==> config.mk <==
export PLATFORM = sky130hd
export DESIGN_NAME = dma_hs_engine
export DESIGN_NICKNAME = d
export VERILOG_FILES = /design/src/rtl/dma_hs_pkg.sv /design/src/rtl/dma_side_seq.sv /design/src/rtl/dma_chan_mux.sv /design/src/rtl/dma_hs_engine.sv
export SDC_FILE = /design/constraint.sdc
export NUM_CORES = 1
export LEC_CHECK = 0
export BUFFER_PORTS_ARGS = -buffer_cell sky130_fd_sc_hd__buf_2
export CAP_MARGIN = 40
export CORE_ASPECT_RATIO = 1.2
export CORE_MARGIN = 8
export CORE_UTILIZATION = 55
export CTS_CLUSTER_DIAMETER = 150
export DETAILED_ROUTE_END_ITERATION = 8
export GPL_TIMING_DRIVEN = 0
export PLACE_DENSITY = 0.75
export SLEW_MARGIN = 20
export SYNTH_ARGS = -nofsm -noshare
export SYNTH_HDL_FRONTEND = slang
export SYNTH_SLANG_ARGS = --single-unit
==> constraint.sdc <==
create_clock -name clk -period 7 [get_ports clk]
set_clock_uncertainty 0.2 [all_clocks]
set_input_delay 0.35 -clock clk [delete_from_list [all_inputs] [get_ports clk]]
set_output_delay 0.35 -clock clk [all_outputs]
set_load 0.01 [all_outputs]
==> src/rtl/dma_hs_pkg.sv <==
`timescale 1ns/1ps
package dma_hs_pkg;
  // configuration byte; the packed order puts cnt_en at bit 7 and rd at bit 0
  typedef struct packed {
    logic       cnt_en;
    logic [1:0] burst;
    logic       en;
    logic [2:0] buf_sel;
    logic       rd;
  } dma_cfg_t;

  localparam int NSIDE  = 2;
  localparam int BEAT_W = 5;

  localparam logic [2:0] A_STAT = 3'd4;
  localparam logic [2:0] A_IEN  = 3'd5;
  localparam logic [2:0] A_HW   = 3'd6;

  // merge=0, req0 high, ack0 low, req1 high, ack1 low
  localparam logic [4:0] HW_RST = 5'b01010;

  function automatic logic [BEAT_W-1:0] burst_beats(input logic [1:0] code);
    case (code)
      2'd0:    return BEAT_W'(1);
      2'd1:    return BEAT_W'(4);
      2'd2:    return BEAT_W'(8);
      default: return BEAT_W'(16);
    endcase
  endfunction
endpackage

==> src/rtl/dma_side_seq.sv <==
`timescale 1ns/1ps
module dma_side_seq
  import dma_hs_pkg::*;
#(
  parameter int CNT_W = 16
) (
  input  logic             clk,
  input  logic             rst_n,
  input  logic             en,
  input  logic             cnt_en,
  input  logic [1:0]       burst,
  input  logic             cnt_load,
  input  logic [CNT_W-1:0] cnt_val,
  input  logic             start_ok,
  input  logic             ack,
  output logic             req,
  output logic             want,
  output logic             xfer,
  output logic             done
);
  logic [CNT_W-1:0]  bytes_q;
  logic [BEAT_W-1:0] beat_q;
  logic              active_q;
  logic              gap_q;
  logic              last_beat;
  logic              last_byte;

  assign last_beat = (beat_q == burst_beats(burst) - BEAT_W'(1));
  assign last_byte = cnt_en && (bytes_q <= CNT_W'(2));
  assign want      = en && (!cnt_en || (bytes_q != '0));
  assign xfer      = active_q && ack;
  assign done      = xfer && last_byte;
  assign req       = active_q;

  always_ff @(posedge clk or negedge rst_n) begin
    if (!rst_n) begin
      bytes_q  <= '0;
      beat_q   <= '0;
      active_q <= 1'b0;
      gap_q    <= 1'b0;
    end else begin
      gap_q <= 1'b0;
      if (cnt_load) begin
        bytes_q <= cnt_val;
      end else if (xfer && cnt_en && (bytes_q != '0)) begin
        bytes_q <= bytes_q - ((bytes_q == CNT_W'(1)) ? CNT_W'(1) : CNT_W'(2));
      end
      if (!active_q) begin
        if (want && start_ok && !gap_q) begin
          active_q <= 1'b1;
          beat_q   <= '0;
        end
      end else if (ack) begin
        if (last_beat || last_byte) begin
          active_q <= 1'b0;
          gap_q    <= 1'b1;
        end else begin
          beat_q <= beat_q + BEAT_W'(1);
        end
      end
    end
  end
endmodule

==> src/rtl/dma_chan_mux.sv <==
`timescale 1ns/1ps
module dma_chan_mux (
  input  logic       merge,
  input  logic       req0_hi,
  input  logic       ack0_hi,
  input  logic       req1_hi,
  input  logic       ack1_hi,
  input  logic [1:0] req,
  input  logic [1:0] want,
  input  logic [1:0] dack_pin,
  output logic [1:0] dreq_pin,
  output logic [1:0] ack,
  output logic [1:0] start_ok
);
  always_comb begin
    if (merge) begin
      dreq_pin[0] = req[0] | req[1];
      dreq_pin[1] = ~req1_hi;
      ack         = {2{~dack_pin[0]}};
      // host first; device only when host neither owns nor waits
      start_ok[0] = want[0] & ~req[1];
      start_ok[1] = want[1] & ~req[0] & ~want[0];
    end else begin
      dreq_pin[0] = req0_hi ? req[0] : ~req[0];
      dreq_pin[1] = req1_hi ? req[1] : ~req[1];
      ack[0]      = ack0_hi ? dack_pin[0] : ~dack_pin[0];
      ack[1]      = ack1_hi ? dack_pin[1] : ~dack_pin[1];
      start_ok    = want;
    end
  end
endmodule

==> src/rtl/dma_hs_engine.sv <==
`timescale 1ns/1ps
module dma_hs_engine
  import dma_hs_pkg::*;
#(
  parameter int CNT_W  = 16,
  parameter int DATA_W = 16,
  parameter int ADDR_W = 3
) (
  input  logic              clk,
  input  logic              rst_n,
  input  logic              reg_we,
  input  logic [ADDR_W-1:0] reg_addr,
  input  logic [DATA_W-1:0] reg_wdata,
  output logic [1:0]        dreq_pin,
  input  logic [1:0]        dack_pin,
  output logic [1:0]        xfer_stb,
  output logic [1:0]        xfer_rd,
  output logic [5:0]        xfer_buf,
  output logic [1:0]        irq
);
  logic [NSIDE-1:0]   req, want, ack, start_ok, done, xfer, eot_q;
  logic [NSIDE-1:0]   ie_q;
  logic [2*NSIDE-1:0] burst_code;
  logic [4:0]         hw_q;
  logic               merge;

  assign merge = hw_q[0];

  always_ff @(posedge clk or negedge rst_n) begin
    if (!rst_n) begin
      ie_q <= '0;
      hw_q <= HW_RST;
    end else if (reg_we) begin
      if (reg_addr == ADDR_W'(A_IEN)) ie_q <= reg_wdata[NSIDE-1:0];
      if (reg_addr == ADDR_W'(A_HW))  hw_q <= reg_wdata[4:0];
    end
  end

  for (genvar i = 0; i < NSIDE; i++) begin : g_side
    dma_cfg_t cfg_r;
    logic     eot_r;
    logic     cfg_wr;
    logic     cnt_wr;

    assign cfg_wr = reg_we && (reg_addr == ADDR_W'(2 * i));
    assign cnt_wr = reg_we && (reg_addr == ADDR_W'(2 * i + 1));

    always_ff @(posedge clk or negedge rst_n) begin
      if (!rst_n)        cfg_r    <= '0;
      else if (cfg_wr)   cfg_r    <= dma_cfg_t'(reg_wdata[7:0]);
      else if (done[i])  cfg_r.en <= 1'b0;
    end

    always_ff @(posedge clk or negedge rst_n) begin
      if (!rst_n)        eot_r <= 1'b0;
      else if (done[i])  eot_r <= 1'b1;
      else if (reg_we && (reg_addr == ADDR_W'(A_STAT)) && reg_wdata[i]) eot_r <= 1'b0;
    end

    dma_side_seq #(.CNT_W(CNT_W)) u_seq (
      .clk      (clk),
      .rst_n    (rst_n),
      .en       (cfg_r.en),
      .cnt_en   (cfg_r.cnt_en),
      .burst    (cfg_r.burst),
      .cnt_load (cnt_wr),
      .cnt_val  (reg_wdata[CNT_W-1:0]),
      .start_ok (start_ok[i]),
      .ack      (ack[i]),
      .req      (req[i]),
      .want     (want[i]),
      .xfer     (xfer[i]),
      .done     (done[i])
    );

    assign eot_q[i]            = eot_r;
    assign burst_code[2*i +: 2] = cfg_r.burst;
    assign xfer_rd[i]          = cfg_r.rd;
    assign xfer_buf[3*i +: 3]  = cfg_r.buf_sel;
  end

  dma_chan_mux u_mux (
    .merge    (merge),
    .req0_hi  (hw_q[1]),
    .ack0_hi  (hw_q[2]),
    .req1_hi  (hw_q[3]),
    .ack1_hi  (hw_q[4]),
    .req      (req),
    .want     (want),
    .dack_pin (dack_pin),
    .dreq_pin (dreq_pin),
    .ack      (ack),
    .start_ok (start_ok)
  );

  assign xfer_stb = xfer;
  assign irq      = eot_q & ie_q;
endmodule

Word-level counts from Yosys, hierarchy flattened
Cells that the tools add are included.
W data, S select, Z words.

operators by class
  $add $sub $neg = 6
  order comparisons = 2
  eq/ne operators = 18
  mux-type cells = 45
  bitwise gates (word level) = 11
  reductions and logical operators = 48

operators with widths
  operator               number
  $mux W16               4
  $mux W5                8
  $eq A16 B1 Y1 const B  2
  $le A16 B2 Y1 const B  2
  $reduce_bool A16 Y1    2
  $sub A16 B16 Y16       2
  $pmux W5 S3            2
  $mux W1                26
  $logic_and A1 B1 Y1    23
  $reduce_bool A2 Y1     8
  $add A5 B1 Y5 const B  2
  $eq A5 B5 Y1           2
  $mux W2                5
  $sub A5 B1 Y5 const B  2
  $eq A3 B3 Y1 const B   3
  $ne A2 B2 Y1 const B   4
  $eq A3 B2 Y1 const B   2
  $not A1 Y1             6
  $reduce_and A3 Y1      2
  $eq A2 B1 Y1 const B   2
  $eq A2 B2 Y1 const B   2
  $logic_not A1 Y1       4
  $logic_not A2 Y1       2
  $logic_or A1 B1 Y1     4
  other kinds (6)        9

word-level totals
  register bits = 71
  output and inout bits = 14
  word-level logic and storage cells = 152

Longest topological paths before layout
Gate-level depths: netlist (run 1).

  depth in word-level cells = 10
  depth in mapped cells = 10
  mapped depth without buffers = 10

Hierarchy
A second synthesis (run 1) with hierarchy kept.

unflattened totals
  cell total of the unflattened synthesis = 399
  area total of the unflattened synthesis = 4107.7 µm²

by module, submodules not included
  module         instances  cells an instance  area each (µm²)  sequential area each (µm²)
  dma_side_seq   2          156                1466.4           575.6
  dma_hs_engine  1          74                 1092.3           628.1
  dma_chan_mux   1          13                 82.6             0.0

Worst setup path before layout (run 1)
No wires, ideal clock.

  kind = reg2reg
  from = reg g_side[0].u_seq.bytes_q[4]
  to = reg g_side[0].u_seq.bytes_q[8]
  library setup time = 0.132 ns
  arrival = 3.223 ns
  data required time = 6.668 ns
  path slack = 3.445 ns
  stages on the path, launching flop included = 11
  buffers on the path = 0
  clock period less this slack = 3.555 ns
  cells stage by stage = dfrtp_1 or4_1 nand2b_1 nor4_1 ha_1 inv_1 fa_1 or4_1 nor2_1 xnor2_1 o21ai_1

between the ends
  word-level cells in the longest chain between the ends = 5

RTL lines
  element                   RTL line            RTL
  start: declaration        dma_side_seq.sv:21  logic [CNT_W-1:0] bytes_q;
  start signal: assignment  dma_side_seq.sv:44  bytes_q <= cnt_val;
  start signal: assignment  dma_side_seq.sv:46  bytes_q <= bytes_q - ((bytes_q == CNT_W'(1)) ? CNT_W'(1) : CNT_W'(2));
  $eq A16 B1 Y1             dma_side_seq.sv:46
  $mux W2                   dma_side_seq.sv:46
  $sub A16 B16 Y16          dma_side_seq.sv:46
  $mux W16                  dma_side_seq.sv:45  end else if (xfer && cnt_en && (bytes_q != '0)) begin
  $mux W16                  dma_side_seq.sv:43  if (cnt_load) begin

Parallel ways exist; a longest one is shown, timed or not. The select of a mux whose other input is x is not followed.
A chain may end at the register's enable or synchronous reset.

Worst setup path after layout (run 1)
  from = reg g_side[1].u_seq.bytes_q[5]
  to = reg g_side[1].u_seq.bytes_q[7]

between the ends
  word-level cells in the longest chain between the ends = 5

RTL lines
  element                   RTL line
  start: declaration        dma_side_seq.sv:21
  start signal: assignment  dma_side_seq.sv:44
  start signal: assignment  dma_side_seq.sv:46
  $eq A16 B1 Y1             dma_side_seq.sv:46
  $mux W2                   dma_side_seq.sv:46
  $sub A16 B16 Y16          dma_side_seq.sv:46
  $mux W16                  dma_side_seq.sv:45
  $mux W16                  dma_side_seq.sv:43

Parallel ways exist; a longest one is shown, timed or not. The select of a mux whose other input is x is not followed.

==> run summary, run 1 <==
=====================================================================================
Io pins ................................................................           38
Fraction of the cycle the final worst path needs .......................        0.570
Post-DP HPWL ...........................................................      6580 um
Most numerous cell on the critical path ................................ sky130_fd_sc_hd__nor2b_1
Data required time of the worst path ...................................      7.01 ns
FFs w/ async S/R, synth ................................................         1.00
DIE WIDTH ..............................................................      93.8 um
Number of antenna violations at the first check in global routing ......            0
Worst slew margin relative to its limit ................................        0.500
Final Hold Viols .......................................................            0
Later-pin clock latency in the skew report .............................      0.35 ns
Routability Congestion .................................................        0.837
Most frequent cells in the layout ...................................... 69 x sky130_fd_sc_hd__dfrtp_1, 48 x sky130_fd_sc_hd__nand2_1, 39 x sky130_fd_sc_hd__nor2_1
Largest voltage drop on the vdd net ....................................       218 uV
Number of buffers added by the clock tree synthesis step ...............            9
Setup repair after global routing missed its margin ....................           no
Master cell of the clock root buffer ................................... sky130_fd_sc_hd__clkbuf_8
Drt first-iter violations ..............................................          134
Vias in the first global route .........................................         3127
# port buffers .........................................................           36
Vias post-DR ...........................................................         3207
Class of the worst hold path ........................................... input pin to register
WP data arrival ........................................................      4.00 ns
Area of the mapped netlist .............................................    4000 um^2
Number of enable flip-flop cells after synthesis .......................            0
Wire length of the first global-routing pass ...........................     15300 um
Maximum operating frequency ............................................      251 MHz
Synthesis-to-finish area growth ........................................        14.5%
Synthesized instance count .............................................          409
Mean instance size in the synthesized netlist ..........................    9.77 um^2
Setup violators final ..................................................            0
Clock-pin slew of the registers on the worst-case setup and hold paths .      0.08 ns
Least-Margin Pin Slew ..................................................     0.746 ns
Number of flip-flops and latches in the synthesized netlist ............           71
Nets@finish ............................................................          490
Worst-path fanout max ..................................................            7
Fin crit period ........................................................      3.99 ns
Remaining design rule violation count ..................................            0
Type of origin of the critical path ....................................     register
Critical path's largest stage delay ....................................      0.59 ns
Placeable Area .........................................................    7150 um^2
Cell area power density ................................................  348 nW/um^2
Die height .............................................................       109 um
Max-slew violation total from the final report .........................            0
Average routed wire per standard cell ..................................      16.4 um
Result of the run ......................................................    completed
Leading cell type in the layout, fill and taps excluded ................ sky130_fd_sc_hd__dfrtp_1
H-tree lvl count .......................................................            3
Post-route setup TNS ...................................................         0 ns
Worst hold slack .......................................................    0.0341 ns
Slowest stage cell on the critical path ................................ sky130_fd_sc_hd__nor4_2
Largest net degree at the start of global routing ......................           53
Count of nets left with antenna violations after detail routing ........            0
CP cell instances ...................................................... nor4_2 > nand4_1 > nor3_1 > ha_1 > nor2b_1 > or4b_1 > a2111oi_4 > nor2b_1 > xnor2_1 > a21oi_1
Overall overflow remaining after global route ..........................            0
Library cells used by synthesis ........................................           58
Critical path endpoint category ........................................     register
Std-Cell Rows ..........................................................           34
Post-CTS setup-driven buffer insertion count ...........................            0
Final wirelength .......................................................      9090 um
Share of cells above drive strength 1 ..................................        0.197
GRT Overall Usage ......................................................        0.189
Die footprint ..........................................................   10300 um^2
Buffers from clock root to sink, at most ...............................            2
Max-capacitance violation count ........................................            0
Ys flop type ........................................................... sky130_fd_sc_hd__dfrtp_1
Effective utilization at floorplan .....................................        0.559
Synth Warn # ...........................................................            0
Pre-Repair DR Iteration Count ..........................................            5
Number of vias per cell after detailed routing .........................         5.80
Sequential cell area fraction in the yosys report ......................        0.445
# fillers ..............................................................          582
Leakage Power ..........................................................      1.87 nW
TritonCTS clock tree ...................................................          yes
Final antenna diode count ..............................................            0
Critical Setup Path Class .............................................. register to register
Number of sinks driven by the clock tree ...............................           71
Mapped Nets ............................................................          441
=====================================================================================
-- flip-flops by register name (all words and copies together) (netlist names) --
register and count:
g_side.u_seq.beat_q 10, ie_q 2, burst_code 4, g_side.u_seq.gap_q 2, xfer_buf 6, g_side.u_seq.req 2
g_side.eot_r 2, g_side.cfg_r 4, xfer_rd 2, g_side.u_seq.bytes_q 32, hw_q 5
-- worst max-delay path, delay by kind of cell, from the launching register on --
family / cells / cell delay, ns
AND/OR/NAND/NOR: 6 / 2.23
AO/OA/AOI/OAI: 2 / 0.53
flip-flops: 1 / 0.43
adder cells (fa/ha/maj): 1 / 0.32
XOR/XNOR: 1 / 0.13
-- routing by layer --
layer  GRT usage  share of wire  up-vias
li1            -              -     1559
met1       0.244           0.44     1544
met2       0.297           0.47       91
met3      0.0403          0.064       13
met4      0.0885          0.023        0
met5           0              0        -
-- final timing paths --
check | start | end | slack (ns) | cells past startpoint
hold reg to reg | ie_q[1] | ie_q[1] | 0.29 | 1
hold / removal | reg_wdata[9] | g_side[0].u_seq.bytes_q[9] | 0.03 | 3
min in group asynchronous | rst_n | g_side[1].u_seq.beat_q[0] | 0.23 | 2
max in group asynchronous | rst_n | hw_q[1] | 5.78 | 3
setup / recovery | g_side[1].u_seq.bytes_q[5] | g_side[1].u_seq.bytes_q[7] | 3.01 | 10
setup reg to reg | g_side[1].u_seq.bytes_q[5] | g_side[1].u_seq.bytes_q[7] | 3.01 | 10
-- layout make-up --
type	count	area (um^2)	area share
plain buffers	14	65.1	0.0142
clock buffers	9	124	0.0271
clock inverters	7	121	0.0265
inverters	11	41.3	0.00903
multi-input cells	313	2110	0.461
flip-flops and latches	71	1780	0.389
well taps	90	113	0.0246
repair buffers	38	220	0.0482
-- synthesized netlist by cell type (3+ instances only) --
master                      n  share of area
sky130_fd_sc_hd__ha_1       6          0.019
sky130_fd_sc_hd__nor2_1    39          0.037
sky130_fd_sc_hd__and2_1     4         0.0063
sky130_fd_sc_hd__nand3b_1   3         0.0056
sky130_fd_sc_hd__xor2_1    10          0.022
sky130_fd_sc_hd__dfrtp_1   69           0.43
sky130_fd_sc_hd__nand2_1   48          0.045
sky130_fd_sc_hd__inv_1     10         0.0094
sky130_fd_sc_hd__nand4b_1   7          0.015
sky130_fd_sc_hd__mux2i_1    4          0.010
sky130_fd_sc_hd__o21ai_1   25          0.031
sky130_fd_sc_hd__a21o_1     3         0.0056
sky130_fd_sc_hd__nand3_1   12          0.015
sky130_fd_sc_hd__mux2_2    20          0.056
sky130_fd_sc_hd__nand4_1    6         0.0094
sky130_fd_sc_hd__buf_4      3         0.0056
sky130_fd_sc_hd__nor2b_1    6         0.0094
sky130_fd_sc_hd__nor4_1    13          0.020
sky130_fd_sc_hd__xnor2_1   21          0.046
sky130_fd_sc_hd__a21oi_1   17          0.021
sky130_fd_sc_hd__or4_1      5         0.0094
sky130_fd_sc_hd__o211ai_1   6          0.011
sky130_fd_sc_hd__nor3_1    11          0.014
sky130_fd_sc_hd__o21ai_0    3         0.0038
sky130_fd_sc_hd__nand2b_1   8          0.013
sky130_fd_sc_hd__clkbuf_1  10         0.0094
-- kinds of logic after synthesis --
| logic type | after synthesis | share of synthesized area |
|---|---|---|
| fa+ha+maj | 8 | 0.0288 |
| xor+xnor | 32 | 0.0720 |
| mux | 26 | 0.0720 |
| compound gates | 69 | 0.115 |
| flops | 71 | 0.445 |
| buf+inv | 25 | 0.0266 |
| simple gates | 178 | 0.240 |
-- stage by stage --
stage | power, mW | instance area (um^2) | worst slack [ns] | cells | utilization
floorplan | 1.04 | 4000 | 3.44 | 409 | -
global placement | 1.17 | 4290 | 3.10 | 535 | 0.600
detailed placement | 1.19 | 4320 | 3.00 | 536 | 0.604
CTS | 1.60 | 4570 | 2.99 | 553 | 0.640
global route | 1.70 | 4570 | 2.77 | 553 | 0.640
finish | 1.59 | 4570 | 3.01 | 553 | 0.640
-- repair_timing --
action	4_1_cts	5_1_grt
endpoints found under the setup margin	0	0
gates resized for setup	0	0
endpoints found under the hold margin	28	0
hold buffers	1	0
-- report_power, final --
group	total, mW	internal, mW	switching, mW	leakage, nW
Clock	0.401	0.237	0.164	0.112
Sequential	0.677	0.536	0.140	0.866
Combinational	0.515	0.235	0.280	0.889
Total	1.59	1.01	0.584	1.87
Power figures use the tool's default switching activity.
==> run 2, diff against run 1 <==
CORE_UTILIZATION = 54   (was 55)
PLACE_DENSITY = 0.77   (was 0.75)
clock period = 3.4 ns   (was 7 ns; I/O delays follow)
==> run 2 against run 1 <==
Die area rose by 1.6%. Sequential share of layout area shrank 2.2 points. First-iteration DRC count is 31% higher. Global-route usage up 1.8 points. Clock power is 61% higher. Largest cell class unchanged. Critical endpoint unchanged. Cell count up 5.1%. Clock-buffer cell count up 2. Maximum frequency increased by 19%. Non-clock buffer count is 29 higher. Combinational power up 130%. Hold slack improved by 0.019 ns. Core utilization increased by 3.1 points.
==> run summary, run 2 (same netlist as run 1, synthesis figures left out) <==
=====================================================================================
Wire length of the first global-routing pass ...........................     16800 um   +9.9%
Master cell of the clock root buffer ................................... sky130_fd_sc_hd__clkbuf_8
Type of origin of the critical path ....................................     register
Die height .............................................................       110 um   +0.79%
Buffers from clock root to sink, at most ...............................            2   unchanged
Max-slew violation total from the final report .........................            0   unchanged
Critical Setup Path Class .............................................. register to register
Setup violators final ..................................................            0   unchanged
Effective utilization at floorplan .....................................        0.552   -0.00658
Leading cell type in the layout, fill and taps excluded ................ sky130_fd_sc_hd__dfrtp_1
Post-layout util .......................................................        0.670   +0.0305
Final Instance Area ....................................................    4850 um^2   +6.0%
Die footprint ..........................................................   10400 um^2   +1.6%
Later-pin clock latency in the skew report .............................      0.35 ns   about the same
WP data arrival ........................................................      3.38 ns   -0.62 ns
Most flops, register ................................................... g_side.u_seq.bytes_q
Most frequent cells in the layout ...................................... 68 x sky130_fd_sc_hd__dfrtp_1, 48 x sky130_fd_sc_hd__nand2_1, 39 x sky130_fd_sc_hd__nor2_1
Nets@finish ............................................................          519   +5.9%
Final antenna diode count ..............................................            0   unchanged
Std-Cell Rows ..........................................................           34   unchanged
Largest net degree at the start of global routing ......................           51   -3.8%
Switching power share of the total .....................................        0.389   +0.0221
Average routed wire per standard cell ..................................      17.4 um   +5.9%
Io pins ................................................................           38   unchanged
Share of cells above drive strength 1 ..................................        0.222   +0.0255
Final Hold Viols .......................................................            0   unchanged
Number of vias per cell after detailed routing .........................         5.94   +2.5%
Pre-Repair DR Iteration Count ..........................................            5   unchanged
Post-DP HPWL ...........................................................      6760 um   +2.6%
Met2 wire len ..........................................................      5010 um   +16%
Number of antenna violations at the first check in global routing ......            0   unchanged
DIE WIDTH ..............................................................      94.5 um   +0.77%
H-tree lvl count .......................................................            3   unchanged
Sequential share of power ..............................................        0.443   +0.018
Maximum operating frequency ............................................      297 MHz   +19%
# port buffers .........................................................           36   unchanged
Least-Margin Pin Slew ..................................................     0.755 ns   +0.00861 ns
Cell area power density ................................................  667 nW/um^2   +92%
Switching power summed over all nets ...................................      1.26 mW   +120%
Fin crit period ........................................................      3.36 ns   -0.626 ns
Clock-pin slew of the registers on the worst-case setup and hold paths .      0.07 ns   about the same
Synthesis-to-finish area growth ........................................        21.4%
Post-route met1 wirelength .............................................      4260 um   +6.5%
Leakage Power ..........................................................      2.00 nW   +7.1%
Data required time of the worst path ...................................      3.42 ns   -3.59 ns
Buffers plus inverters on the worst setup path .........................            2   +2
Overall overflow remaining after global route ..........................            0   unchanged
Drt first-iter violations ..............................................          175   +31%
Family of cells with the greatest summed delay on the critical path .... simple AND/OR/NAND/NOR gates
Worst-path fanout max ..................................................            6   -1
CP cell instances ...................................................... nor4_4 > buf_4 > nand4_1 > nor3_4 > ha_1 > nor2b_1 > or4b_4 > a2111oi_4 > buf_4 > nor2b_1 > xnor2_1 > a21oi_1
Overall Power ..........................................................      3.24 mW   +100%
Count of nets left with antenna violations after detail routing ........            0   unchanged
Number of buffers added by the clock tree synthesis step ...............            9   unchanged
Critical path's largest stage delay ....................................      0.50 ns   -0.09 ns
Result of the run ......................................................    completed
Critical path endpoint category ........................................     register
TritonCTS clock tree ...................................................          yes
Routability Congestion .................................................        0.850   +1.6%
Internal Pwr Total .....................................................      1.98 mW   +96%
Flip-flop count of the largest register after layout ...................           32   unchanged
Metal3 WL ..............................................................       579 um   -0.34%
Largest voltage drop on the vdd net ....................................       419 uV   +92%
Placeable Area .........................................................    7230 um^2   +1.2%
Max Used Layer .........................................................         met4
Cell area reported after detailed placement ............................    4330 um^2   +0.26%
Max-capacitance violation count ........................................            0   unchanged
Number of sinks driven by the clock tree ...............................           71   unchanged
Proportion of power drawn by the clock network .........................        0.199   -0.053
Class of the worst hold path ........................................... input pin to async pin
Fraction of the cycle the final worst path needs .......................        0.989   +0.419
Setup repair after global routing missed its margin ....................          yes
Vias in the first global route .........................................         3443   +10%
Worst slew margin relative to its limit ................................        0.494   -0.00630
Vias post-DR ...........................................................         3454   +7.7%
Remaining design rule violation count ..................................            0   unchanged
Final wirelength .......................................................     10100 um   +11%
Slowest stage cell on the critical path ................................ sky130_fd_sc_hd__or4b_4
GRT Overall Usage ......................................................        0.207   +0.0183
Combinational share of power ...........................................        0.358   +0.035
=====================================================================================
-- run 2: cell count changes in the layout (fill, tap and decap cells not counted), moves of 2 or more --
| cell | before | now |
|---|---|---|
| sky130_fd_sc_hd__nor3_2 | 1 | 3 |
| sky130_fd_sc_hd__clkbuf_1 | 10 | 12 |
| sky130_fd_sc_hd__dlygate4sd3_1 | 1 | 19 |
| sky130_fd_sc_hd__bufinv_16 | 3 | 1 |
| sky130_fd_sc_hd__nor4_1 | 13 | 11 |
| sky130_fd_sc_hd__buf_4 | 4 | 15 |
| sky130_fd_sc_hd__nor3_1 | 11 | 8 |
| sky130_fd_sc_hd__clkinvlp_4 | 3 | 1 |
| sky130_fd_sc_hd__nor4_4 | 1 | 4 |
| sky130_fd_sc_hd__clkinv_2 | 0 | 2 |
-- run 2: what timing repair did --
item                                    in CTS  in global routing
gates resized for setup                      8                  5
hold endpoints to repair                   126                  0
buffers inserted                             4                  6
hold buffers                                19                  0
endpoints found under the setup margin      23                 16
gates cloned                                 0                  0
pin swaps                                    4                  3
-- run 2: through the flow --
stage	setup slack (ns)	setup TNS (ns)	std cells	hold slack (ns)
5_1_grt	-0.118	-0.747	581	0.0755
6_report	0.0361	0	581	0.0531
2_1_floorplan	-0.0121	-0.0121	409	-0.326
4_1_cts	0.0368	0	574	0.0435
3_5_place_dp	-0.451	-3.58	536	-0.110
3_3_place_gp	-0.387	-2.64	535	0.215
-- run 2: per-layer routing --
layer / up-vias / GRT usage
li1: 1616 / -
met1: 1694 / 0.253
met2: 124 / 0.352
met3: 20 / 0.0346
met4: 0 / 0.0927
met5: - / 0
-- run 2: area by class of cell --
type	instances	area (um^2)
tap	90	113
timing repair buffer	67	483
clock inverter	4	47.5
fill	552	2380
clock buffer	11	131
sequential	71	1780
multi-input combinational	313	2190
inverter	11	41.3
buffer	14	65.1
-- run 2: worst paths after layout --
kind	start	depth (start not counted)	endpoint	slack [ns]
max in group asynchronous	rst_n	3	hw_q[3]	2.33
hold reg to reg	g_side[0].eot_r	2	g_side[0].eot_r	0.27
setup reg to reg	g_side[1].u_seq.bytes_q[6]	12	g_side[1].u_seq.bytes_q[7]	0.04
min in group clk	reg_addr[1]	3	g_side[0].u_seq.bytes_q[0]	0.06
hold / removal	rst_n	2	g_side[0].u_seq.bytes_q[2]	0.05
setup / recovery	g_side[1].u_seq.bytes_q[6]	12	g_side[1].u_seq.bytes_q[7]	0.04
-- run 2: power groups by stage --
stage	clock network, mW	registers (mW)	logic [mW]
global route	0.696	1.47	1.28
CTS	0.663	1.42	1.11
global placement	0	1.39	1.02
finish	0.645	1.43	1.16
detailed placement	0	1.41	1.07
floorplan	0	1.35	0.803
